`src/rtl/sarc_pkg.sv`:
```
package sarc_pkg;

  typedef enum logic [2:0] {
    ST_IDLE,
    ST_CNV,
    ST_WAIT,
    ST_EN,
    ST_LO,
    ST_HI
  } sarc_state_e;

  // Round a time up to whole clock cycles so a minimum is never undercut.
  function automatic int cyc_ceil(input int ps, input int clk_ps);
    return (ps + clk_ps - 1) / clk_ps;
  endfunction

  function automatic int max2(input int a, input int b);
    return (a > b) ? a : b;
  endfunction

endpackage

```
`src/rtl/sarc_pace.sv`:
```
// Elapsed cycles since the last convert edge, saturating at LIM.
module sarc_pace #(
  parameter int LIM = 200,
  parameter int SW  = 8
) (
  input  logic          clk,
  input  logic          rst_n,
  input  logic          start,
  output logic [SW-1:0] since
);
  always_ff @(posedge clk or negedge rst_n) begin
    if (!rst_n)                  since <= SW'(LIM);
    else if (start)              since <= '0;
    else if (since != SW'(LIM))  since <= since + 1'b1;
  end
endmodule

```
`src/rtl/sarc_sat_cnt.sv`:
```
module sarc_sat_cnt #(
  parameter int W = 8
) (
  input  logic         clk,
  input  logic         rst_n,
  input  logic         inc,
  output logic [W-1:0] q
);
  always_ff @(posedge clk or negedge rst_n) begin
    if (!rst_n)             q <= '0;
    else if (inc && q != '1) q <= q + 1'b1;
  end
endmodule

```
`src/rtl/sarc_shift.sv`:
```
// Collects serial bits MSB first and emits one word per device.
module sarc_shift #(
  parameter int WORD_W  = 16,
  parameter int CHAIN_N = 2
) (
  input  logic              clk,
  input  logic              rst_n,
  input  logic              clr,
  input  logic              cap,
  input  logic              sdo,
  output logic              word_valid,
  output logic [WORD_W-1:0] word_data,
  output logic              word_last
);
  localparam int WB = $clog2(WORD_W);
  localparam int CB = (CHAIN_N > 1) ? $clog2(CHAIN_N) : 1;

  logic [WORD_W-1:0] sh;
  logic [WB-1:0]     bit_idx;
  logic [CB-1:0]     word_idx;
  logic [WORD_W-1:0] sh_next;
  logic              word_done;

  assign sh_next   = {sh[WORD_W-2:0], sdo};
  assign word_done = cap && (bit_idx == WB'(WORD_W - 1));

  always_ff @(posedge clk or negedge rst_n) begin
    if (!rst_n) begin
      sh <= '0; bit_idx <= '0; word_idx <= '0;
      word_valid <= 1'b0; word_data <= '0; word_last <= 1'b0;
    end else begin
      word_valid <= 1'b0;
      word_last  <= 1'b0;
      if (clr) begin
        bit_idx  <= '0;
        word_idx <= '0;
      end else if (cap) begin
        sh <= sh_next;
        if (word_done) begin
          bit_idx    <= '0;
          word_idx   <= word_idx + 1'b1;
          word_data  <= sh_next;
          word_valid <= 1'b1;
          word_last  <= (word_idx == CB'(CHAIN_N - 1));
        end else begin
          bit_idx <= bit_idx + 1'b1;
        end
      end
    end
  end
endmodule

```
`src/rtl/sar_readout_ctrl.sv`:
```
module sar_readout_ctrl
  import sarc_pkg::*;
#(
  parameter int WORD_W       = 16,
  parameter int CHAIN_N      = 2,
  parameter int OVR_W        = 8,
  parameter int CLK_PS       = 10000,
  parameter int CNVH_PS      = 20000,
  parameter int CONV_PS      = 1500000,
  parameter int CYC_PS       = 2000000,
  parameter int QUIET_PS     = 20000,
  parameter int EN_PS        = 16000,
  parameter int SCK_HALF_PS  = 4000,
  parameter int SCK_PER_PS   = 10000,
  parameter int CHAIN_PER_PS = 13500
) (
  input  logic              clk,
  input  logic              rst_n,
  input  logic              sample_tick,
  input  logic              adc_busy,
  input  logic              adc_sdo,
  output logic              adc_cnv,
  output logic              adc_sck,
  output logic              adc_rd_n,
  output logic              word_valid,
  output logic [WORD_W-1:0] word_data,
  output logic              word_last,
  output logic              timeout_err,
  output logic [OVR_W-1:0]  overrun_cnt
);
  localparam int CNVH_CYC   = max2(1, cyc_ceil(CNVH_PS, CLK_PS));
  localparam int CONV_CYC   = max2(1, cyc_ceil(CONV_PS, CLK_PS));
  localparam int CYC_CYC    = max2(1, cyc_ceil(CYC_PS, CLK_PS));
  localparam int QUIET_CYC  = max2(1, cyc_ceil(QUIET_PS, CLK_PS));
  localparam int EN_CYC     = max2(1, cyc_ceil(EN_PS, CLK_PS));
  localparam int PER_PS     = (CHAIN_N > 1) ? CHAIN_PER_PS : SCK_PER_PS;
  localparam int HALF_CYC   = max2(max2(1, cyc_ceil(SCK_HALF_PS, CLK_PS)),
                                   cyc_ceil(PER_PS, 2 * CLK_PS));
  localparam int LIM        = max2(CYC_CYC, CONV_CYC);
  localparam int SW         = $clog2(LIM + 1);
  localparam int TOTAL_BITS = WORD_W * CHAIN_N;
  localparam int BIT_W      = $clog2(TOTAL_BITS);
  localparam int PH_W       = $clog2(max2(EN_CYC, HALF_CYC) + 1);

  sarc_state_e       state, nxt;
  logic [SW-1:0]     since_cnv;
  logic [PH_W-1:0]   ph;
  logic [BIT_W-1:0]  bit_cnt;

  // Named internal events, also seen by the checker.
  logic start_ok, cnvh_done, quiet_ok, to_hit, phase_end, last_bit, bit_cap, rejected;

  assign start_ok  = (state == ST_IDLE) && (since_cnv >= SW'(CYC_CYC - 1)) && sample_tick;
  assign cnvh_done = since_cnv >= SW'(CNVH_CYC - 1);
  assign quiet_ok  = since_cnv >= SW'(QUIET_CYC - 1);
  assign to_hit    = since_cnv >= SW'(CONV_CYC - 1);
  assign phase_end = (state == ST_EN) ? (ph == PH_W'(EN_CYC - 1)) : (ph == PH_W'(HALF_CYC - 1));
  assign last_bit  = bit_cnt == BIT_W'(TOTAL_BITS - 1);
  assign bit_cap   = (state == ST_LO) && phase_end;
  assign rejected  = sample_tick && !start_ok;

  sarc_pace #(.LIM(LIM), .SW(SW)) u_pace (
    .clk(clk), .rst_n(rst_n), .start(start_ok), .since(since_cnv)
  );

  sarc_sat_cnt #(.W(OVR_W)) u_ovr (
    .clk(clk), .rst_n(rst_n), .inc(rejected), .q(overrun_cnt)
  );

  sarc_shift #(.WORD_W(WORD_W), .CHAIN_N(CHAIN_N)) u_shift (
    .clk(clk), .rst_n(rst_n), .clr(start_ok), .cap(bit_cap), .sdo(adc_sdo),
    .word_valid(word_valid), .word_data(word_data), .word_last(word_last)
  );

  always_comb begin
    nxt = state;
    unique case (state)
      ST_IDLE: if (start_ok) nxt = ST_CNV;
      ST_CNV:  if (cnvh_done) nxt = ST_WAIT;
      ST_WAIT: if ((!adc_busy && quiet_ok) || to_hit) nxt = ST_EN;
      ST_EN:   if (phase_end) nxt = ST_LO;
      ST_LO:   if (phase_end) nxt = last_bit ? ST_IDLE : ST_HI;
      ST_HI:   if (phase_end) nxt = ST_LO;
      default: nxt = ST_IDLE;
    endcase
  end

  always_ff @(posedge clk or negedge rst_n) begin
    if (!rst_n) begin
      state       <= ST_IDLE;
      ph          <= '0;
      bit_cnt     <= '0;
      timeout_err <= 1'b0;
    end else begin
      state <= nxt;
      if (nxt != state || !(state inside {ST_EN, ST_LO, ST_HI})) ph <= '0;
      else                                                        ph <= ph + 1'b1;
      if (start_ok)                          bit_cnt <= '0;
      else if (state == ST_HI && phase_end)  bit_cnt <= bit_cnt + 1'b1;
      if (state == ST_WAIT && to_hit && adc_busy) timeout_err <= 1'b1;
    end
  end

  assign adc_cnv  = (state == ST_CNV);
  assign adc_sck  = (state == ST_HI);
  assign adc_rd_n = !(state inside {ST_EN, ST_LO, ST_HI});

endmodule

```
`config.mk`:
```
export PLATFORM = sky130hd
export DESIGN_NAME = sar_readout_ctrl
export DESIGN_NICKNAME = d
export VERILOG_FILES = /design/src/rtl/sarc_pkg.sv /design/src/rtl/sarc_pace.sv /design/src/rtl/sarc_sat_cnt.sv /design/src/rtl/sarc_shift.sv /design/src/rtl/sar_readout_ctrl.sv
export SDC_FILE = /design/constraint.sdc
export NUM_CORES = 1
export LEC_CHECK = 0
export BUFFER_PORTS_ARGS = -buffer_cell sky130_fd_sc_hd__buf_4
export CAP_MARGIN = 0
export CORE_UTILIZATION = 48
export DETAILED_ROUTE_END_ITERATION = 12
export PLACE_DENSITY = 0.7
export REMOVE_ABC_BUFFERS = 1
export SYNTH_ARGS = -nofsm -noshare
export SYNTH_HDL_FRONTEND = slang
export SYNTH_HIERARCHICAL = 1
export SYNTH_SLANG_ARGS = --single-unit
```
`constraint.sdc`:
```
create_clock -name clk -period 2.4 [get_ports clk]
set_clock_uncertainty 0.05 [all_clocks]
set_input_delay 0.36 -clock clk [delete_from_list [all_inputs] [get_ports clk]]
set_output_delay 0.36 -clock clk [all_outputs]
set_load 0.01 [all_outputs]
```
### Word-level counts from Yosys, hierarchy flattened

Index checks and enable logic that the tools add are counted.
Widths: inputs -> output; s select.

* bits in registers: 65
* output and inout bits: 30
* memories: 0
* word-level logic and storage cells: 84
* bits in latches: 0
* input port bits: 5
* ROM bits: 0
* RAM bits: 0

* shifts and indexed selects: 0
* equal/unequal tests: 11
* bitwise operators: 1
* order comparisons: 3
* divide/modulo/power cells: 0
* $mul: 0
* muxes and demuxes: 25
* add/sub/neg operators: 6
* reductions and logical operators: 26

Operators with widths (count)
* $mux 3: 6
* $add 8x1->8 const B: 2
* $ge 8x8->1 const B: 2
* $mux 8: 2
* $ne 8x8->1 const B: 2
* $pmux 3 s5: 1
* $mux 4: 3
* $logic_and 1x1->1: 10
* $mux 1: 10
* $mux 5: 2
* $ge 8x1->1 const B: 1
* $reduce_bool 2->1: 4
* $eq 3x2->1 const B: 2
* $eq 3x3->1 const B: 2
* $add 5x1->5 const B: 1
* $eq 5x5->1 const B: 1
* $add 4x1->4 const B: 1
* $eq 4x4->1 const B: 1
* $reduce_and 2->1: 2
* $eq 3x1->1 const B: 1
* $logic_not 1->1: 3
* $logic_not 3->1: 1
* $ne 3x3->1: 1
* $reduce_and 3->1: 1
* 9 further kinds: 10

### Longest topological paths before layout

Gate-level depths: netlist of the first run.

* depth after elaboration: 8
* gate-level depth with buffers: 11
* depth with buffers taken out: 7

### Hierarchy

The synthesis of the first run kept the hierarchy.

By module, submodules not included
* sarc_shift: instances 1, sequential area each 950.9 um^2, cells an instance 95, area each 1525.2 um^2
* sar_readout_ctrl: instances 1, sequential area each 275.3 um^2, cells an instance 75, area each 696.9 um^2
* sarc_pace: instances 1, sequential area each 203.9 um^2, cells an instance 46, area each 462.9 um^2
* sarc_sat_cnt: instances 1, sequential area each 200.2 um^2, cells an instance 34, area each 407.9 um^2

### Worst setup path before layout of the first run

No wires, ideal clock.

* path kind: reg2reg
* from: register u_pace.since[3]
* to: register u_shift.word_data[10]
* arrival time: 2215 ps
* required time: 2225 ps
* path buffers: 4
* path slack: 10 ps
* clock period less this slack: 2390 ps
* stages on the path, launching flop included: 11
* setup time: 125 ps
* cells stage by stage: dfstp_2 -> nor3_2 -> a2111oi_2 -> and2_1 -> buf_6 -> nor2b_4 -> buf_6 -> and4_4 -> buf_6 -> buf_8 -> mux2_4

* word-level cells in the longest chain between the ends: 5

RTL lines
* start, declared: RTL line sarc_pace.sv:9 `output logic [SW-1:0] since`
* start signal, assigned: RTL line sarc_pace.sv:12 `if (!rst_n) since <= SW'(LIM);`
* start signal, assigned: RTL line sarc_pace.sv:14 `else if (since != SW'(LIM)) since <= since + 1'b1;`
* $ge 8x8->1: RTL line sar_readout_ctrl.sv:53 `assign start_ok = (state == ST_IDLE) && (since_cnv >= SW'(CYC_CYC - 1)) && sample_tick;`
* $logic_and 1x1->1 (2 in a row): RTL line sar_readout_ctrl.sv:53
* via start_ok: RTL line sar_readout_ctrl.sv:51 `logic start_ok, cnvh_done, quiet_ok, to_hit, phase_end, last_bit, bit_cap, rejected;`
* $not 1->1 (no source line)
* $reduce_and 3->1 (no source line)
* end signal, assigned: RTL line sarc_shift.sv:42 `word_data <= sh_next;`
* end, declared: RTL line sarc_shift.sv:12 `output logic [WORD_W-1:0] word_data,`

The timed path passes the listed nets, and every way through them passes these cells.
A chain may end at the register's enable or synchronous reset.

### Worst setup path in the final report of the first run

* from: register u_pace.since[3]
* to: register u_shift.word_data[13]

* word-level cells in the longest chain between the ends: 5

RTL lines (RTL line)
* $ge 8x8->1: sar_readout_ctrl.sv:53
* $logic_and 1x1->1 (2 in a row): sar_readout_ctrl.sv:53
* $not 1->1 (no source line)
* $reduce_and 3->1 (no source line)

No other way between the ends.

==> results of run 1 <==
-- sequential cells by signal (all words and copies together), names as in the netlist, 2 cells and up --
signal,cells
bit_cnt,5
ph,2
state,3
u_ovr/q,8
u_pace/since,8
u_shift/bit_idx,4
u_shift/sh,15
u_shift/word_data,16
-- cells in the final DEF, fill, tap and decap left out, types with 2 or more instances in the layout --
cell type  Yosys  routed
nor2b_1        2       2
nand3_1        8       8
a31oi_1        5       5
o21ai_0        4       4
dfstp_2        3       3
inv_1          7       7
dfrtp_1       62      62
nand2b_1       3       3
a41oi_1        2       2
and3_1         2       2
and4_4         2       2
nand2_1       11      11
clkbuf_8       0      10
mux2_4         9       9
nor2_1        23      23
ha_1           8       8
mux2i_1        6       6
buf_4          0      42
and2b_2        2       2
a21boi_0       2       2
nand4_1        5       5
xor2_1         7       7
nor3_1         4       4
or3_1          2       2
a21oi_1        9       9
bufinv_16      0       2
and2_1         2       2
o211ai_1       2       2
mux2_2        25      25
xnor2_1        2       2
-- routing by layer --
layer  part of all wire (%)  up-vias
li1                       -      989
met1                     50      990
met2                     45       39
met3                    4.2        6
met4                    1.4        0
met5                      0        -
-- per-stage QoR --
stage,std cells,area (um2),hold slack [ps],worst slack (ps)
global placement,359,3420,393,224
detailed placement,359,3420,407,196
CTS,375,3650,76.4,170
finish,375,3650,44.2,186
global route,375,3650,120,38.1
floorplan,242,3010,14.4,-168
-- where the power goes --
group	internal, W	switching, W
combinational	0.000529	0.000558
sequential	0.00135	0.000255
clock	0.000616	0.000438
total	0.00249	0.00125
-- worst max-delay path by stage --
stage / start / endpoint / slack [ps] / cells after the start
6_report: u_pace/since[3] / u_shift/word_data[13] / 190 / 6
5_1_grt: u_pace/since[3] / u_shift/word_data[11] / 40 / 6
4_1_cts: u_pace/since[3] / u_shift/word_data[13] / 170 / 6
3_5_place_dp: u_pace/since[3] / u_shift/word_data[11] / 200 / 6
3_3_place_gp: u_pace/since[3] / u_shift/word_data[6] / 220 / 6
2_1_floorplan: ph[0] / u_shift/word_data[0] / -170 / 7
-- logic make-up after synthesis --
group	synth area share, %
AOI/OAI and AO/OA	7.44
xor gates and xnor gates	2.55
adders and majority gates	3.24
buffers and inverters	3.48
DFF	52.7
muxes	15.8
and+or+nand+nor	14.8
-- cell type report --
| type | instances | area (um2) | share of cell area, % |
|---|---|---|---|
| multi-input cells | 170 | 1360 | 37.1 |
| flip-flops and latches | 65 | 1630 | 44.7 |
| well taps | 75 | 93.8 | 2.57 |
| clock inverters | 6 | 90.1 | 2.47 |
| clock buffers | 10 | 138 | 3.77 |
| repair buffers | 42 | 315 | 8.64 |
| inverters | 7 | 26.3 | 0.720 |
-- critical path, stage by stage, from the launching register on --
cell and delay, ps:
dfstp_2 600, nor3_2 90, a2111oi_2 420, and2_1 270, nor2b_4 50, and4_4 290
mux2_4 320
==> key figures, run 1 <==
Worst setup path
  – Reg2Reg Setup Slack: roughly 190 ps
  – Crit Path Max Fanout: 18
  – Crit path required time: 2580 ps
  – Arr. time, crit path: ~2400 ps
  – R2r worst-path depth: 6
  – Setup crit start kind: register
  – FF-to-FF Start: u_pace/since[3]
  – Worst Setup End Kind: register
  – Critical path type: reg -> reg
  – RR Endpoint: u_shift/word_data[13]

Placed design
  – RePlAce Congestion: 0.802
  – Port Buf Inserts: 34
  – DPL Wire Length: ~3400 um

Synth
  – Synth Flop Type: dfrtp_1
  – Synthesized area: just over 3000 um2
  – EDFF count, synth: 0
  – Post-synthesis cell count: 250
  – Ys async rst share: between 90% and 100%
  – Top post-synthesis cells by area: dfrtp_1 (50%), mux2_2 (9.1%), mux2_4 (4.4%)
  – Area share of the largest cell type after synthesis: approximately half
  – Count leader, synth: dfrtp_1
  – Count of cell types in the netlist: 53
  – Register bit total from synthesis: between 60 and 70
  – Seq/Total Area, Yosys: 52.7%
  – Ys Warns: 6
  – Synth area leader: dfrtp_1
  – Commonest cells in the netlist: dfrtp_1 (62), mux2_2 (25), nor2_1 (23)
  – Avg Cell Area, Syn: about 12 um2

Floorplan
  – Core area: ~6000 um2
  – Row count: 28
  – Die H: slightly above 80 um
  – Initial Util: between 50% and 60%
  – DIE WIDTH: between 80 and 90 um
  – Io pins: 35
  – Total die area: about 6800 um2

Timing
  – Final setup viols: 0
  – Final worst-path cycle share: 92.2%
  – Fmax: 452 MHz
  – Post-layout min period: ~2200 ps
  – Slew headroom: 47.0%
  – Endpoints failing hold: 0
  – Worst Tran Pin Value: around 800 ps
  – RSZ-0062 raised after global routing: no
  – Final Max Tran Viols: 0
  – Setup_tns: 0 ps

Clocking
  – CTS tree: yes
  – Clk_lat worst skew: about 340 ps
  – CTS buffer count: 9
  – Post-CTS Setup Bufs: 0
  – Max Root-Sink Buffers: 2
  – PostCTS Resize Cnt: 0
  – H-tree level count: 3
  – Clock Sinks: 65
  – Hold Buf Count CTS: 0
  – CTS root buf: clkbuf_8
  – Reg clk slew, reported paths: around 80 ps

Final layout
  – Area grow syn2layout: 18.0%
  – Layout Utilization: about three fifths
  – Fraction of final layout cells sized beyond drive strength 1: 36.7%
  – Nets: ~300
  – N_diodes: 0
  – Filler instances: 501

Detailed routing
  – Routed vias/inst: between 5 and 6
  – Initial detailed-routing violation count: 57
  – ANT nets after route: 0
  – Total iterations of the first detailed-routing run: 4
  – Routed WL per cell: around 14 um
  – DRC: 0
  – Routed Wire Length: 5200 um
  – Via count: around 2000

GRT
  – Initial antenna violation count: 0
  – Grt met3 use: ~5.9%
  – First-pass GRT wire length: ~8700 um
  – GR Util met2: roughly a quarter
  – Number of global-route vias before repair: around 1900
  – Global Route met1 Usage: around a quarter
  – Most Crowded Layer GR: met2
  – Total grt overflow: 0
  – Largest net degree at the start of global routing: between 60 and 70
  – Gr usage total: 17.3%

Outcome
  – Status: completed

Power and ir drop
  – Power density over the cells: 1030 nW/um2
  – Peak supply drop: between 0.5 and 0.6 mV
  – Leak pwr: around 1.7 nW
  – Total power: ~0.0037 W

Job
  – Max-cap viol count: 0

Min path
  – Hold Path Class: in -> async
No activity file was read; power rests on OpenSTA's default activity.
==> run 2: changes to the inputs <==
Settings changed: HOLD_SLACK_MARGIN set to 0.05, MAX_ROUTING_LAYER set to met4.
==> key figures, run 2 (synthesis results as in run 1) <==
Final layout
  – Fraction of final layout cells sized beyond drive strength 1: between 30% and 40%
  – Largest registers: u_shift/word_data x16, u_shift/sh x15
  – Most frequent cells in the layout: dfrtp_1 (62), buf_4 (42), mux2_2 (25)
  – Reg with most FFs: u_shift/word_data
  – Filler instances: about 500
  – Area grow syn2layout: 18.0%
  – N_diodes: 0
  – Layout Utilization: about 60%
  – Max reg flops: 16
  – Nets: 308
  – Commonest non-fill, non-tap cell in the layout: dfrtp_1

Clocking
  – Clock Sinks: 65
  – Clk_lat worst skew: between 300 and 400 ps
  – H-tree level count: 3
  – CTS tree: yes
  – Reg clk slew, reported paths: around 80 ps
  – Hold Buf Count CTS: 0
  – Post-CTS Setup Bufs: 0
  – PostCTS Resize Cnt: 0
  – Max Root-Sink Buffers: 2
  – CTS buffer count: 9
  – CTS root buf: clkbuf_8

Worst setup path
  – Worst Setup End Kind: register
  – CP Launch Point: u_pace/since[3]
  – RR Endpoint: u_shift/word_data[13]
  – Critical path type: reg -> reg
  – FF-to-FF Start: u_pace/since[3]
  – Setup crit start kind: register
  – Crit path required time: ~2600 ps
  – R2r worst-path depth: 6
  – Arr. time, crit path: approximately 2400 ps
  – Reg2Reg Setup Slack: ~180 ps
  – Crit Path Max Fanout: 18

Power and ir drop
  – Peak supply drop: roughly 0.59 mV
  – Total power: between 0.003 and 0.004 W
  – Leak pwr: 1.72 nW
  – Power density over the cells: approximately 1000 nW/um2

Timing
  – Final Max Tran Viols: 0
  – Fmax: 451 MHz
  – RSZ-0062 raised after global routing: no
  – Final worst-path cycle share: 92.4%
  – Endpoints failing hold: 0
  – Post-layout min period: about 2200 ps
  – Worst hold slack: about 44 ps
  – Final setup viols: 0
  – Worst Tran Pin Value: approximately 800 ps
  – Slew headroom: between 40% and 50%

Detailed routing
  – Routed vias/inst: about 5.4
  – Initial detailed-routing violation count: 68
  – Via count: 2019
  – Total iterations of the first detailed-routing run: 4
  – Routed Wire Length: between 5000 and 6000 um
  – DRC: 0
  – Routed WL per cell: approximately 14 um
  – ANT nets after route: 0

Job
  – Max-cap viol count: 0

Floorplan
  – Row count: 28
  – Io pins: 35
  – Initial Util: 51.0%
  – Total die area: 6770 um2
  – Core area: around 6100 um2
  – DIE WIDTH: 82.3 um
  – Die H: 82.3 um

GRT
  – Number of global-route vias before repair: around 1900
  – Gr usage total: between 10% and 20%
  – Initial antenna violation count: 0
  – First-pass GRT wire length: 8690 um
  – Largest net degree at the start of global routing: 66
  – Total grt overflow: 0

Placed design
  – DPL Wire Length: around 3400 um
  – RePlAce Congestion: ~0.81
  – Port Buf Inserts: 34

Min path
  – Hold Path Class: in -> async

Outcome
  – Status: completed
-- run 2: cell counts in the layout (fill, tap and decap cells not counted) --
Identical to the previous run, type by type.
-- run 2: how the worst max path moves through the flow --
stage,slack (ps),end
floorplan,-170,u_shift/word_data[0]
global placement,220,u_shift/word_data[6]
detailed placement,200,u_shift/word_data[11]
CTS,170,u_shift/word_data[13]
global route,40,u_shift/word_data[11]
finish,180,u_shift/word_data[13]
-- run 2: cell type report --
cell class              instances  area, um2  share of cell area [%]
flip-flops and latches         65       1630                    44.7
clock buffers                  10        138                    3.77
well taps                      75       93.8                    2.57
multi-input cells             170       1360                    37.1
repair buffers                 42        315                    8.64
clock inverters                 6       90.1                    2.47
inverters                       7       26.3                   0.720
-- run 2: layer usage --
metal | routed length [um] | global-route usage (%) | up-vias
met5 | 0 | - | -
met3 | 196 | 4.95 | 7
met2 | 2300 | 24.9 | 38
met4 | 87 | 8.42 | 0
met1 | 2610 | 23.9 | 986
li1 | - | - | 988
-- run 2: critical path: stages, from the launching register on --
cell	delay (ps)
dfstp_2	610
nor3_2	90
a2111oi_2	420
and2_1	270
nor2b_4	50
and4_4	290
mux2_4	320
-- run 2: metrics by stage --
step | instance area (um2) | setup TNS (ps) | worst slack [ps] | instances
after detailed placement | 3420 | 0 | 196 | 359
after global routing | 3650 | 0 | 38.1 | 375
final | 3650 | 0 | 182 | 375
after floorplan | 3010 | -2430 | -168 | 242
after global placement | 3420 | 0 | 224 | 359
after CTS | 3650 | 0 | 170 | 375
-- run 2: report_power, final --
group          total [W]  switching (W)  internal (W)
registers        0.00160       0.000255       0.00135
logic            0.00109       0.000560      0.000529
clock network    0.00105       0.000437      0.000616
total            0.00374        0.00125       0.00249
